File: config.mk
export PLATFORM = sky130hd
export DESIGN_NAME = frac_pwm
export DESIGN_NICKNAME = d
export VERILOG_FILES = /design/src/rtl/pwm_cfg_pkg.sv /design/src/rtl/pwm_rst_sync.sv /design/src/rtl/pwm_cfg_regs.sv /design/src/rtl/pwm_phase_acc.sv /design/src/rtl/pwm_compare.sv /design/src/rtl/frac_pwm.sv
export SDC_FILE = /design/constraint.sdc
export NUM_CORES = 1
export LEC_CHECK = 0
export BUFFER_PORTS_ARGS = -buffer_cell sky130_fd_sc_hd__buf_4
export CORE_ASPECT_RATIO = 1.75
export CORE_MARGIN = 2
export CORE_UTILIZATION = 40
export DETAILED_ROUTE_END_ITERATION = 10
export GPL_TIMING_DRIVEN = 0
export MAX_ROUTING_LAYER = met4
export PLACE_DENSITY_LB_ADDON = 0.12
export SLEW_MARGIN = 25
export SYNTH_ARGS = -nofsm -noshare
export SYNTH_HDL_FRONTEND = slang
export SYNTH_HIERARCHICAL = 1
export SYNTH_SLANG_ARGS = --single-unit
File: constraint.sdc
create_clock -name clk -period 2.9 [get_ports clk]
set_input_delay 0.58 -clock clk [delete_from_list [all_inputs] [get_ports clk]]
set_output_delay 0.58 -clock clk [all_outputs]
set_load 0.02 [all_outputs]
File: src/rtl/pwm_cfg_pkg.sv
package pwm_cfg_pkg;
  localparam int unsigned WORD_W   = 32;
  localparam int unsigned EN_BIT   = 31;
  localparam int unsigned REQ_BIT  = 30;
  localparam int unsigned STEP_LSB = 8;
  localparam int unsigned DIV_W    = 8;
endpackage

File: src/rtl/pwm_rst_sync.sv
module pwm_rst_sync (
  input  logic clk,
  input  logic arst_n,
  output logic rst_n_o
);
  logic [1:0] sync_q;

  always_ff @(posedge clk or negedge arst_n) begin
    if (!arst_n) sync_q <= 2'b00;
    else         sync_q <= {sync_q[0], 1'b1};
  end

  assign rst_n_o = sync_q[1];
endmodule

File: src/rtl/pwm_cfg_regs.sv
module pwm_cfg_regs
  import pwm_cfg_pkg::*;
#(
  parameter int unsigned STEP_W = 10
) (
  input  logic                clk,
  input  logic                rst_n,
  input  logic                wr_en,
  input  logic [WORD_W-1:0]   wr_data,
  input  logic                boundary,
  output logic                enable,
  output logic                req_pending,
  output logic [STEP_W-1:0]   step_stg,
  output logic [DIV_W-1:0]    div_stg,
  output logic [STEP_W-1:0]   step_act,
  output logic [DIV_W-1:0]    div_act
);
  logic              en_d, req_d;
  logic [STEP_W-1:0] step_stg_d, step_act_d;
  logic [DIV_W-1:0]  div_stg_d, div_act_d;
  logic              accept_wr, transfer;

  assign accept_wr = wr_en && !req_pending;
  assign transfer  = boundary && req_pending;

  always_comb begin
    en_d       = enable;
    req_d      = req_pending;
    step_stg_d = step_stg;
    div_stg_d  = div_stg;
    step_act_d = step_act;
    div_act_d  = div_act;
    if (accept_wr) begin
      en_d       = wr_data[EN_BIT];
      req_d      = wr_data[REQ_BIT];
      step_stg_d = wr_data[STEP_LSB +: STEP_W];
      div_stg_d  = wr_data[DIV_W-1:0];
    end else if (transfer) begin
      req_d      = 1'b0;
      step_act_d = step_stg;
      div_act_d  = div_stg;
    end
  end

  always_ff @(posedge clk or negedge rst_n) begin
    if (!rst_n) begin
      enable      <= 1'b0;
      req_pending <= 1'b0;
      step_stg    <= '0;
      div_stg     <= '0;
      step_act    <= '0;
      div_act     <= '0;
    end else begin
      enable      <= en_d;
      req_pending <= req_d;
      step_stg    <= step_stg_d;
      div_stg     <= div_stg_d;
      step_act    <= step_act_d;
      div_act     <= div_act_d;
    end
  end

  // a write while the request is pending leaves every field unchanged
  a_r4_write_ignored: assert property (@(posedge clk) disable iff (!rst_n)
    (wr_en && req_pending) |=> ($stable(step_stg) && $stable(div_stg) && $stable(enable)));

  // request holds until a boundary
  a_r2_req_holds: assert property (@(posedge clk) disable iff (!rst_n)
    (req_pending && !boundary) |=> req_pending);

  // active values move only on a transfer
  a_r2_active_stable: assert property (@(posedge clk) disable iff (!rst_n)
    !(boundary && req_pending) |=> ($stable(step_act) && $stable(div_act)));
endmodule

File: src/rtl/pwm_phase_acc.sv
module pwm_phase_acc #(
  parameter int unsigned STEP_W = 10
) (
  input  logic              clk,
  input  logic              rst_n,
  input  logic              enable,
  input  logic [STEP_W-1:0] step_act,
  output logic [STEP_W-1:0] phase,
  output logic              boundary
);
  logic [STEP_W:0]   sum;
  logic [STEP_W-1:0] phase_d;

  assign sum      = {1'b0, phase} + {1'b0, step_act};
  assign boundary = !enable || (step_act == '0) || sum[STEP_W];

  always_comb begin
    if (enable) phase_d = sum[STEP_W-1:0];
    else        phase_d = '0;
  end

  always_ff @(posedge clk or negedge rst_n) begin
    if (!rst_n) phase <= '0;
    else        phase <= phase_d;
  end

  // phase held at zero while disabled
  a_r1_phase_held: assert property (@(posedge clk) disable iff (!rst_n)
    !enable |=> (phase == '0));

  // phase advances by the step modulo 2^N while enabled
  a_r6_phase_step: assert property (@(posedge clk) disable iff (!rst_n)
    enable |=> (phase == STEP_W'($past(phase) + $past(step_act))));
endmodule

File: src/rtl/pwm_compare.sv
module pwm_compare
  import pwm_cfg_pkg::*;
#(
  parameter int unsigned STEP_W = 10
) (
  input  logic              enable,
  input  logic [STEP_W-1:0] phase,
  input  logic [DIV_W-1:0]  div_act,
  output logic              pwm_out
);
  localparam int unsigned TOP_LSB = STEP_W - DIV_W;
  logic [DIV_W-1:0] phase_top;

  assign phase_top = phase[TOP_LSB +: DIV_W];
  assign pwm_out   = enable && (phase_top > div_act);
endmodule

File: src/rtl/frac_pwm.sv
module frac_pwm
  import pwm_cfg_pkg::*;
#(
  parameter int unsigned STEP_W = 10
) (
  input  logic        clk,
  input  logic        arst_n,
  input  logic        wr_en,
  input  logic [31:0] wr_data,
  output logic [31:0] rd_data,
  output logic        pwm_out
);
  localparam int unsigned PAD_W = WORD_W - 2 - STEP_W - DIV_W;

  logic              rst_n;
  logic              enable, req_pending, boundary;
  logic [STEP_W-1:0] step_stg, step_act, phase;
  logic [DIV_W-1:0]  div_stg, div_act;

  pwm_rst_sync u_rst (
    .clk     (clk),
    .arst_n  (arst_n),
    .rst_n_o (rst_n)
  );

  pwm_cfg_regs #(.STEP_W(STEP_W)) u_regs (
    .clk         (clk),
    .rst_n       (rst_n),
    .wr_en       (wr_en),
    .wr_data     (wr_data),
    .boundary    (boundary),
    .enable      (enable),
    .req_pending (req_pending),
    .step_stg    (step_stg),
    .div_stg     (div_stg),
    .step_act    (step_act),
    .div_act     (div_act)
  );

  pwm_phase_acc #(.STEP_W(STEP_W)) u_acc (
    .clk      (clk),
    .rst_n    (rst_n),
    .enable   (enable),
    .step_act (step_act),
    .phase    (phase),
    .boundary (boundary)
  );

  pwm_compare #(.STEP_W(STEP_W)) u_cmp (
    .enable  (enable),
    .phase   (phase),
    .div_act (div_act),
    .pwm_out (pwm_out)
  );

  assign rd_data = {enable, req_pending, {PAD_W{1'b0}}, step_stg, div_stg};

  // output low while disabled
  a_r1_off_when_disabled: assert property (@(posedge clk) disable iff (!rst_n)
    !rd_data[EN_BIT] |-> !pwm_out);

  // disabled channel completes a pending request on the next clock
  a_r3_idle_transfer: assert property (@(posedge clk) disable iff (!rst_n)
    (!rd_data[EN_BIT] && rd_data[REQ_BIT] && !wr_en) |=> !rd_data[REQ_BIT]);
endmodule

==> metrics.txt <==
# TYPE chip_impl_metric gauge
chip_impl_metric{name="post_layout_minimum_cycle_time",unit="ns"} 2.60
chip_impl_metric{name="setup_slack",unit="ns"} 0.296
chip_impl_metric{name="boundaryPins",unit=""} 68
chip_impl_metric{name="drt_first_iter_violations",unit=""} 42
chip_impl_metric{name="critical_path_buffer_and_inverter_count",unit=""} 2
chip_impl_metric{name="multi_input_comb_area",unit="um2"} 1230
chip_impl_metric{name="adder_cell_share_of_the_synthesized_area",unit=""} 0.0928
chip_impl_metric{name="synth_seq_cells",unit=""} 50
chip_impl_metric{name="vdd_ir_drop_max",unit="uV"} 618
chip_impl_metric{name="placed_cells",unit=""} 354
chip_impl_metric{name="global_route.usage.met2",unit=""} 0.271
chip_impl_info{name="rsz0062_at_grt",value="false"} 1
chip_impl_info{name="hp-class",value="input port to async pin"} 1
chip_impl_metric{name="fin_skew",unit="ns"} 0.00167
chip_impl_metric{name="numCtsBuffers",unit=""} 5
chip_impl_info{name="crit_chain",value="ha_1 -> inv_1 -> fa_1 -> nand2b_1 -> a211oi_2 -> o211ai_1 -> nand3_1 -> nand2_4 -> buf_6 -> mux2_4"} 1
chip_impl_metric{name="cts.sinks",unit=""} 50
chip_impl_metric{name="post_cts.repair.setup_buffers",unit=""} 0
chip_impl_metric{name="grt_start_max_net_pins",unit=""} 49
chip_impl_metric{name="antenna_found_initial",unit=""} 0
chip_impl_info{name="status",value="finished, final reports clean"} 1
chip_impl_metric{name="layout-drive-gt1-share",unit=""} 0.393
chip_impl_metric{name="drt-wirelength-per-cell",unit="um"} 14.1
chip_impl_metric{name="tightestPinTransition",unit="ns"} 0.621
chip_impl_metric{name="synth-compound-area-share",unit=""} 0.0834
chip_impl_metric{name="tns",unit="ns"} 0
chip_impl_metric{name="post_synth_and_or_nand_nor_area_fraction",unit=""} 0.0824
chip_impl_metric{name="yosys.area_share.xor_xnor",unit=""} 0.00663
chip_impl_info{name="worst_path_max_delay_cell",value="fa_1"} 1
chip_impl_info{name="global_route.peak_usage_layer",value="met2"} 1
chip_impl_metric{name="hold_slack",unit="ns"} 0.0592
chip_impl_metric{name="grt_util_all_layers",unit=""} 0.158
chip_impl_info{name="critical_path.endpoint_type",value="flop"} 1
chip_impl_metric{name="antenna_violating_nets_post_route",unit=""} 0
chip_impl_metric{name="setup_viol",unit=""} 0
chip_impl_metric{name="synth_mux_area_frac",unit=""} 0.180
chip_impl_metric{name="register_area",unit="um2"} 1250
chip_impl_metric{name="clock_insertion_delay_worst_skew",unit="ns"} 0.29
chip_impl_metric{name="start_util",unit=""} 0.410
chip_impl_info{name="synth_area_leader_cell",value="dfrtp_1"} 1
chip_impl_metric{name="synthesis.area_per_instance",unit="um2"} 12.1
chip_impl_metric{name="syn_area",unit="um2"} 2640
chip_impl_metric{name="dpl_worst_slack",unit="ns"} 0.175
chip_impl_metric{name="totalPowerFinal",unit="mW"} 3.77
chip_impl_metric{name="vias_in_the_first_global_route",unit=""} 1797
chip_impl_metric{name="design.core.area",unit="um2"} 6440
chip_impl_metric{name="grt_pass1_wl",unit="um"} 8540
chip_impl_metric{name="power_leakage",unit="nW"} 1.64
chip_impl_info{name="critPathKind",value="flop to flop"} 1
chip_impl_metric{name="achievable-frequency",unit="MHz"} 384
chip_impl_metric{name="timing.critical_path.slowest_cell_delay",unit="ns"} 0.39
chip_impl_metric{name="report.final.hold_viol_count",unit=""} 0
chip_impl_info{name="crit_path_start_kind",value="flop"} 1
chip_impl_metric{name="via_per_inst",unit=""} 4.98
chip_impl_info{name="largest_family_of_logic_cells_by_synthesized_area",value="multiplexers"} 1
chip_impl_metric{name="clk_transition_reported_paths",unit="ns"} 0.06
chip_impl_metric{name="hpwl",unit="um"} 3800
chip_impl_metric{name="htreeDepth",unit=""} 2
chip_impl_metric{name="groute.layer.met3.usage",unit=""} 0.0343
chip_impl_metric{name="cts_repair_resize_count",unit=""} 0
chip_impl_metric{name="synth_cell_types",unit=""} 43
chip_impl_metric{name="grt_use_met1",unit=""} 0.175
chip_impl_metric{name="drt_drc_violations_left",unit=""} 0
chip_impl_metric{name="post_cts_hold_buffer_count",unit=""} 0
chip_impl_metric{name="synth.yosys.seq_area_share",unit=""} 0.474
chip_impl_metric{name="max-clock-path-buffers",unit=""} 2
chip_impl_metric{name="drt_pass1_iterations",unit=""} 4
chip_impl_metric{name="timing.max_cap.violations",unit=""} 0
chip_impl_metric{name="gp_routability_congestion",unit=""} 0.786
chip_impl_metric{name="synth_largest_type_area_fraction",unit=""} 0.474
chip_impl_metric{name="route.final.wire_length",unit="um"} 5110
chip_impl_metric{name="fin_nets",unit=""} 333
chip_impl_metric{name="power_density",unit="nW/um2"} 1150
chip_impl_metric{name="cp_max_fo",unit=""} 10
chip_impl_metric{name="min_period_over_period",unit=""} 0.898
chip_impl_info{name="timing.critical_path.max_delay_family",value="adder cells"} 1
chip_impl_metric{name="arrival_time_of_the_worst_setup_path",unit="ns"} 2.78
chip_impl_metric{name="finalMaxSlewViolations",unit=""} 0
chip_impl_metric{name="worst_ep_required_time",unit="ns"} 3.07
chip_impl_info{name="netlist_top_cells_area",value="dfrtp_1 47%, mux2_2 11%, ha_1 8.5%"} 1
chip_impl_metric{name="final.fill_count",unit=""} 612
chip_impl_metric{name="area_growth_syn_to_layout",unit="%"} 24.2
chip_impl_metric{name="timing.slew.headroom",unit=""} 0.586
chip_impl_metric{name="antenna_cells",unit=""} 0
chip_impl_metric{name="finish.cell_count_without_fillers",unit=""} 362
chip_impl_info{name="cts-root-buf",value="clkbuf_16"} 1
chip_impl_metric{name="globalRoute.totalOverflow",unit=""} 0
chip_impl_metric{name="die_area",unit="um2"} 7290
chip_impl_metric{name="ys.warnings.count",unit=""} 6
chip_impl_metric{name="io_buffer_count",unit=""} 43
chip_impl_metric{name="fp.dieW",unit="um"} 65.4
chip_impl_metric{name="syn-instance-count",unit=""} 218
chip_impl_metric{name="die_height",unit="um"} 111
chip_impl_metric{name="rows",unit=""} 39
chip_impl_metric{name="vias",unit=""} 1802
chip_impl_info{name="cts_tree",value="built"} 1
## layout make-up
type	count	share of cell area
Buffer	19	0.0462
Clock buffer	7	0.0404
Clock inverter	1	0.00916
Inverter	15	0.0172
Multi-Input combinational cell	145	0.375
Sequential cell	50	0.383
Tap cell	82	0.0313
Timing Repair Buffer	43	0.0984
## cells in the final DEF (no fill, tap or decap), types with 2 or more instances in the layout
cell type / instances
a211o_1: 3
a211oi_1: 3
a21o_1: 4
a21oi_1: 7
a31oi_1: 2
buf_4: 58
buf_6: 3
clkbuf_1: 2
clkbuf_16: 5
conb_1: 13
dfrtp_1: 49
ha_1: 18
inv_1: 15
mux2_2: 26
mux2_4: 10
mux2i_1: 2
nand2_1: 5
nand2b_1: 3
nand3_1: 4
nand4_1: 4
nor2_1: 10
nor4_1: 2
o211ai_1: 3
o21ai_0: 5
## state kept, by name, summed over array words and instances, names as in the netlist
register and cells:
u_rst/sync_q 2, u_regs/req_pending 1, u_regs/div_stg 8, u_regs/div_act 8, u_regs/enable 1, u_regs/step_act 10
u_regs/step_stg 10, u_acc/phase 10
## report_power, final
group          total, mW  switching (mW)  internal (mW)
registers           1.24           0.243          0.998
clock network      0.656           0.248          0.408
logic               1.87           0.920          0.948
## logic make-up after synthesis
logic type      Yosys count
flops                    50
fa+ha+maj                19
compound gates           33
simple gates             39
xor+xnor                  2
other cells               2
mux                      39
buf+inv                  34
## stage by stage
step	area, um2	util
CTS	3270	0.508
global route	3280	0.509
detailed placement	3110	0.483
floorplan	2680	-
global placement	3110	0.483
finish	3280	0.509
## layer usage
layer / part of all wire / vias up
li1: - / 874
met1: 0.41 / 874
met2: 0.53 / 50
met3: 0.044 / 4
met4: 0.017 / 0
met5: 0 / -
## synth_stat cells
cell type / number
a211oi_1: 4
a311oi_1: 1
o31ai_1: 1
or3_1: 1
mux2_1: 1
xnor2_1: 1
mux2_2: 26
fa_1: 1
nor2_1: 10
o211ai_1: 3
a22o_1: 1
a31oi_1: 2
or3_2: 1
o21ai_1: 1
conb_1: 2
nor4_1: 2
o21ai_0: 5
dfrtp_1: 50
nand4_1: 4
a21oi_1: 7
buf_6: 3
and2_1: 1
nor3_1: 1
buf_4: 15
nand2b_1: 3
nand3_1: 4
nor3b_1: 1
xor2_1: 1
o21a_2: 1
nor2b_1: 1
mux2i_1: 2
nand2_4: 1
ha_1: 18
nor4b_1: 1
nor2b_2: 1
buf_2: 1
nand3b_1: 1
nand2_1: 5
a21o_1: 4
a211o_1: 3
mux2_4: 10
and4b_1: 1
inv_1: 15
## final timing paths
kind	start	to	slack [ns]	cells past startpoint
max reg2reg	u_regs/step_act[0]	u_regs/step_act[5]	0.30	10
min reg2reg	u_rst/sync_q[1]	u_regs/step_act[1]	0.35	0
max	u_regs/step_act[0]	u_regs/step_act[5]	0.30	10
min	arst_n	u_rst/sync_q[1]	0.06	1
max in group asynchronous	u_rst/sync_q[1]	u_regs/div_stg[6]	2.13	0
min in group clk	u_rst/sync_q[0]	u_rst/sync_q[1]	0.35	0
No activity file was read; power rests on OpenSTA's default activity.
